### config.mk
export PLATFORM = sky130hd
export DESIGN_NAME = wide_narrow_port
export DESIGN_NICKNAME = d
export VERILOG_FILES = /design/src/rtl/wnp_pkg.sv /design/src/rtl/wnp_strobe_qual.sv /design/src/rtl/wnp_toggle.sv /design/src/rtl/wnp_byte_path.sv /design/src/rtl/wnp_cs_gate.sv /design/src/rtl/wide_narrow_port.sv
export SDC_FILE = /design/constraint.sdc
export NUM_CORES = 1
export LEC_CHECK = 0
export ABC_AREA = 1
export BUFFER_PORTS_ARGS = -buffer_cell sky130_fd_sc_hd__buf_2
export CELL_PAD_IN_SITES_DETAIL_PLACEMENT = 2
export CELL_PAD_IN_SITES_GLOBAL_PLACEMENT = 2
export CORE_ASPECT_RATIO = 1.75
export CORE_MARGIN = 10
export CORE_UTILIZATION = 26
export DETAILED_ROUTE_END_ITERATION = 8
export GPL_ROUTABILITY_DRIVEN = 0
export PLACE_DENSITY = 0.91
export REMOVE_ABC_BUFFERS = 1
export SYNTH_ARGS = -nofsm -noshare
export SYNTH_HDL_FRONTEND = slang
export SYNTH_SLANG_ARGS = --single-unit
### constraint.sdc
create_clock -name clk -period 3.1 [get_ports clk]
set_input_delay 0.155 -clock clk [delete_from_list [all_inputs] [get_ports clk]]
set_output_delay 0.155 -clock clk [all_outputs]
set_load 0.05 [all_outputs]
### src/rtl/wnp_pkg.sv
package wnp_pkg;
  typedef enum logic {
    HALF_HI = 1'b0,
    HALF_LO = 1'b1
  } half_e;
endpackage

### src/rtl/wnp_strobe_qual.sv
module wnp_strobe_qual (
  input  logic clk,
  input  logic rst,
  input  logic aen,
  input  logic cs,
  input  logic rd,
  input  logic wr,
  output logic rd_go,
  output logic rd_blk,
  output logic rd_done,
  output logic wr_go
);
  logic rd_lvl, wr_lvl, rd_prev, wr_prev, rd_own;

  assign rd_lvl  = cs & rd;
  assign wr_lvl  = cs & wr;
  assign rd_go   = rd_lvl & ~rd_prev & ~aen;
  assign rd_blk  = rd_lvl & ~rd_prev & aen;
  assign rd_done = rd_own & ~rd_lvl;
  assign wr_go   = wr_lvl & ~wr_prev & ~aen;

  always_ff @(posedge clk) begin
    if (rst) begin
      rd_prev <= 1'b0;
      wr_prev <= 1'b0;
      rd_own  <= 1'b0;
    end else begin
      rd_prev <= rd_lvl;
      wr_prev <= wr_lvl;
      if (rd_go)        rd_own <= 1'b1;
      else if (rd_done) rd_own <= 1'b0;
    end
  end

  // a read begun under DMA never becomes a qualified read
  assert_blk_not_owned_R7: assert property (@(posedge clk) disable iff (rst)
    rd_blk |=> !rd_done);
endmodule

### src/rtl/wnp_toggle.sv
module wnp_toggle
  import wnp_pkg::*;
(
  input  logic  clk,
  input  logic  rst,
  input  logic  adv,
  output half_e half
);
  always_ff @(posedge clk) begin
    if (rst)      half <= HALF_HI;
    else if (adv) half <= (half == HALF_HI) ? HALF_LO : HALF_HI;
  end

  // the toggle moves only on a qualified strobe end
  assert_half_hold_R7: assert property (@(posedge clk) disable iff (rst)
    !adv |=> $stable(half));
endmodule

### src/rtl/wnp_byte_path.sv
module wnp_byte_path
  import wnp_pkg::*;
#(
  parameter int DATA_W = 8,
  parameter logic [DATA_W-1:0] IDLE_BYTE = '1,
  localparam int WORD_W = 2 * DATA_W
) (
  input  logic              clk,
  input  logic              rst,
  input  logic              rd_go,
  input  logic              rd_blk,
  input  half_e             half,
  input  logic [WORD_W-1:0] dev_rdata,
  output logic              fetch,
  output logic [DATA_W-1:0] host_rdata
);
  logic [DATA_W-1:0] lo_hold;

  always_ff @(posedge clk) begin
    if (rst) begin
      fetch      <= 1'b0;
      lo_hold    <= '0;
      host_rdata <= IDLE_BYTE;
    end else begin
      fetch <= rd_go && (half == HALF_HI);
      if (fetch) begin
        host_rdata <= dev_rdata[WORD_W-1 -: DATA_W];
        lo_hold    <= dev_rdata[DATA_W-1:0];
      end else if (rd_go && half == HALF_LO) begin
        host_rdata <= lo_hold;
      end else if (rd_blk) begin
        host_rdata <= IDLE_BYTE;
      end
    end
  end

  // one device read clock per fetch
  assert_fetch_single_R2: assert property (@(posedge clk) disable iff (rst)
    fetch |=> !fetch);
  // a lower-half read never fetches
  assert_lo_no_fetch_R3: assert property (@(posedge clk) disable iff (rst)
    (rd_go && half == HALF_LO) |=> !fetch);
  // output only moves on a start or a fetch
  assert_rdata_stable_R5: assert property (@(posedge clk) disable iff (rst)
    !(rd_go || rd_blk || fetch) |=> $stable(host_rdata));
endmodule

### src/rtl/wnp_cs_gate.sv
module wnp_cs_gate (
  input  logic       clk,
  input  logic       rst,
  input  logic       aen,
  input  logic       blk0_req,
  input  logic       aux_cs,
  output logic [1:0] dev_cs
);
  logic aux_q;

  always_ff @(posedge clk) begin
    if (rst) aux_q <= 1'b0;
    else     aux_q <= aux_cs;
  end

  assign dev_cs = {aux_q, blk0_req} & {2{~aen}};

  // both selects quiet during DMA
  assert_cs_quiet_dma_R6: assert property (@(posedge clk) disable iff (rst)
    aen |-> (dev_cs == 2'b00));
endmodule

### src/rtl/wide_narrow_port.sv
module wide_narrow_port
  import wnp_pkg::*;
#(
  parameter int DATA_W = 8,
  parameter logic [DATA_W-1:0] IDLE_BYTE = '1,
  localparam int WORD_W = 2 * DATA_W
) (
  input  logic              clk,
  input  logic              rst,
  input  logic              aen,
  input  logic              host_cs,
  input  logic              host_aux_cs,
  input  logic              host_rd,
  input  logic              host_wr,
  input  logic [DATA_W-1:0] host_wdata,
  output logic [DATA_W-1:0] host_rdata,
  input  logic [WORD_W-1:0] dev_rdata,
  output logic              dev_rd,
  output logic              dev_wr,
  output logic [WORD_W-1:0] dev_wdata,
  output logic [1:0]        dev_cs
);
  logic  rd_go, rd_blk, rd_done, wr_go, fetch;
  half_e half;

  wnp_strobe_qual u_qual (
    .clk(clk), .rst(rst), .aen(aen), .cs(host_cs), .rd(host_rd), .wr(host_wr),
    .rd_go(rd_go), .rd_blk(rd_blk), .rd_done(rd_done), .wr_go(wr_go)
  );

  wnp_toggle u_tog (.clk(clk), .rst(rst), .adv(rd_done), .half(half));

  wnp_byte_path #(.DATA_W(DATA_W), .IDLE_BYTE(IDLE_BYTE)) u_path (
    .clk(clk), .rst(rst), .rd_go(rd_go), .rd_blk(rd_blk), .half(half),
    .dev_rdata(dev_rdata), .fetch(fetch), .host_rdata(host_rdata)
  );

  always_ff @(posedge clk) begin
    if (rst) begin
      dev_wr    <= 1'b0;
      dev_wdata <= '0;
    end else begin
      dev_wr <= wr_go;
      if (wr_go) dev_wdata <= {host_wdata, host_wdata};
    end
  end

  assign dev_rd = fetch;

  wnp_cs_gate u_cs (
    .clk(clk), .rst(rst), .aen(aen), .blk0_req(fetch | dev_wr),
    .aux_cs(host_aux_cs), .dev_cs(dev_cs)
  );

  // mirrored write word while the write strobe is out
  assert_wr_mirror_R9: assert property (@(posedge clk) disable iff (rst)
    dev_wr |-> (dev_wdata[WORD_W-1 -: DATA_W] == dev_wdata[DATA_W-1:0]));
  // device strobes never overlap
  assert_strobe_excl_R2: assert property (@(posedge clk) disable iff (rst)
    !(dev_rd && dev_wr));
endmodule

# Word-level counts from Yosys, hierarchy flattened
# Index checks and enable logic that the tools add are counted.
# classes
bitwise,15
reduce_logical,4
n_mux,6
# ops
cell,n
$mux W8,3
$and A1 B1 Y1,8
$not A1 Y1,5
$mux W1,3
$reduce_bool A3 Y1,1
$and A2 B2 Y2,1
$logic_and A1 B1 Y1,2
$reduce_bool A2 Y1,1
$or A1 B1 Y1,1
# word_totals
in_bits,31
regBits,39
elab_cells,35
out_inout_bits,28

# Depth between registers and ports, before layout
# logic_depth
word_depth,6
ltp_mapped,8

# Cells and area by module
# Synthesis repeated with hierarchy kept, for this count alone.
# hier_totals
cells_unflattened,212
area_unflattened_um2,1477.7
# by_module_without_submodules
module,cells_per_inst,instances,area_each_um2,seq_area_each_um2
wnp_byte_path,118,1,838.3,340.3
wide_narrow_port,63,1,435.4,180.2
wnp_strobe_qual,18,1,122.6,60.1
wnp_cs_gate,7,1,42.5,20.0
wnp_toggle,6,1,38.8,20.0

# Worst setup path after synthesis
# OpenSTA, ideal clock, no wires.
# synth_path
kind,register to output
from,reg u_path.fetch
to,out dev_cs[0]
setup_slack_ns,1.200
path_stages_with_launch,5
path_buffers,2
arrival_time_ns,1.745
path_cell_list,dfxtp_1 -> buf_6 -> buf_2 -> nor2_1 -> nor2_1
# synth_via
elab_chain_cells,2
# synth_rtl
item,line_no,text
start: declaration,wnp_byte_path.sv:14,"output logic fetch,"
start signal: assignment,wnp_byte_path.sv:25,fetch <= rd_go && (half == HALF_HI);
$or A1 B1 Y1,wide_narrow_port.sv:51,".clk(clk), .rst(rst), .aen(aen), .blk0_req(fetch | dev_wr),"
$and A2 B2 Y2,wnp_cs_gate.sv:16,"assign dev_cs = {aux_q, blk0_req} & {2{~aen}};"
end: declaration,wide_narrow_port.sv:21,output logic [1:0] dev_cs
# No other way between the ends.

# Worst setup path in the final report
# Ends and elaborated chain as after synthesis.

==> flow_summary.toml <==
[status]
outcome = "finished, final reports clean"

[finish]
final_nets = 251
fin_util_pct = 33.84
area_delta_synth_final_pct = 26.86
drive_gt1_share_pct = 34.39
layout_common_cells = "buf_2 (58), nand2_1 (44), dfxtp_1 (31)"
antenna_cells = 0
final_common_cell = "buf_2"

[detailed_routing]
drt-total-wl_mm = 4.325
antenna_left = 0
via_count = 1289
drc = 0
first_pass_iters = 4
wire_per_inst_um = 15.73
viasPerCell = 4.687
dr.first_iter.drc_count = 12

[pwr]
power.density_nw_per_um2 = 546.0
vdd_ir_drop_max_v = 0.0003421
power.leakage_nw = 0.8685

[floorplan]
core_area_um2 = 4977
die_w_um = 74.02
die_area_um2 = 8477
fp-row-count = 34
start_util_pct = 26.67
ioPinCount = 59
die_y_um = 114.5

[hold_path]
min_from = "host_aux_cs"
hold-path-cell-count = 3
holdPathEnd = "u_cs.aux_q"
min_path_type = "in2reg"

[global_routing]
grt_pass1_wl_mm = 7.231
grt_antenna_before_repair = 0
grt_pass1_vias = 1513
globalRouteOverflowTotal = 0
grt_max_degree = 20
grt_use_total_pct = 10.95

[timing]
tns_ns = 0
worst_slack_ns = 1.375
hold_violations = 0
setup_viol = 0
max-slew-margin-rel_pct = 51.28
finalMaxSlewViolations = 0
rsz0062_at_grt = "false"
fin_crit_ns = 1.725
fmax_mhz = 579.8
worst_slew_pin_slew_ns = 0.7298
skew_ns = 0.01177
fin_crit_sh_pct = 55.64

[worst_setup_path]
rrSetupSlack_ns = 1.47
arrival_ns = 1.57
worstReg2RegStart = "u_path.fetch"
cp_cell_sequence = "nor2_1 -> nor2_1 -> buf_2"
critPathLaunchType = "flop"
worstPathRequired_ns = 2.94
reg2reg_depth = 6
cp_max_fo = 19
cp_slowest_cell = "dfxtp_1"
critPathCaptureType = "output pin"
worst-path-buf-inv = 1
crit_path_max_incr_delay_ns = 0.79
cp_top_family = "flip-flops"
cpMostUsedCell = "nor2_1"
worst_r2r_endpoint = "u_path.host_rdata[6]"
criticalPathCategory = "reg2out"

[flow_run]
drv_cap = 0

[synthesis]
ys_seq_elements = 31
ys_seq_area_share_pct = 46.75
yosys.cell_types.count = 22
syn_area_per_cell_um2 = 7.902
synth.area.top_cells = "dfxtp_1 (47%), nand2_1 (12%), nor2_1 (6.8%), buf_4 (4.5%), a21boi_0 (4.0%)"
yosys.area.top_type_share_pct = 46.75
synth_top_area_cell = "dfxtp_1"
synthesis.instances = 168
ys_warn_count = 0
netlist_area_um2 = 1328

[clocking]
clk_path_buf_depth = 2
cts_setup_buffers = 0
clk_pin_slew_ns = 0.07
htreeDepth = 2
cts_hold_buf = 0
clock_tree.root_cell = "clkbuf_8"
cts_tree = "yes"
worstSkewPairLatency_ns = 0.29
cts.sinks = 31
ctsResizeCount = 0
cts_buffers = 5

[placement]
numPortBuffers = 58
pre_cts_ws_ns = 1.485
place_hpwl_mm = 3.368
[Yosys cell counts, drive strengths merged]
master  count
nand4       8
a21boi      8
a21oi       9
nor3        1
inv        15
dfxtp      31
buf        13
nand2      47
nand3       2
o21ai       9
nor2       25
[through the flow]
step,instance area [um^2],hold slack [ns],power (W),instances
finish,1684,0.08816,0.0009196,275
global route,1684,0.1021,0.0009647,275
CTS,1684,0.07518,0.0009358,275
detailed placement,1580,0.3759,0.0005701,267
global placement,1580,0.3577,0.0005658,267
floorplan,1222,0.2241,0.0005178,155
[how the worst max path moves through the flow]
stage	slack (ns)	end	start	cells past startpoint
after global placement	1.57	u_path.host_rdata[6]	u_path.fetch	6
after detailed placement	1.48	u_path.host_rdata[1]	u_path.fetch	6
after global routing	1.16	dev_cs[0]	u_path.fetch	3
after floorplan	1.19	dev_cs[0]	u_path.fetch	2
after CTS	1.32	dev_cs[0]	u_path.fetch	3
final	1.38	dev_cs[0]	u_path.fetch	3
[flip-flops by register name, indices dropped and copies added (netlist names)]
name / flops
u_qual.wr_prev: 1
u_qual.rd_own: 1
u_tog.half: 1
u_path.fetch: 1
u_qual.rd_prev: 1
u_path.host_rdata: 8
dev_wdata: 8
dev_wr: 1
u_path.lo_hold: 8
u_cs.aux_q: 1
[layer usage]
| metal | global-route usage (%) | wire length, um |
|---|---|---|
| met2 | 19.81 | 2453 |
| met5 | 0 | 0 |
| met1 | 9.898 | 1393 |
| met4 | 4.494 | 81 |
| met3 | 5.208 | 396 |
[power by group]
part           switching (W)  internal (W)  leakage (nW)
logic              0.0000997     0.0000371         0.566
clock network       0.000159      0.000202        0.0505
registers         0.00000982      0.000413         0.253
[layout make-up]
class | count | area [um^2]
Fill cell | 603 | 3293
Sequential cell | 31 | 620.6
Multi-Input combinational cell | 109 | 538.0
Timing Repair Buffer | 58 | 290.3
Clock buffer | 7 | 96.34
Tap cell | 54 | 67.56
Inverter | 15 | 63.81
Clock inverter | 1 | 7.507
[worst min-delay path: stages]
cell    delay [ns]
buf_2         0.10
inv_1         0.05
nor2_1        0.03
[kinds of logic (layout without fill, tap and decap cells)]
logic type	after synthesis	count (layout)	synth area share [%]
flops	31	31	46.75
simple gates	83	83	28.94
compound gates	26	26	11.59
buf+inv	28	81	12.72
(Power assumes the default switching activity.)
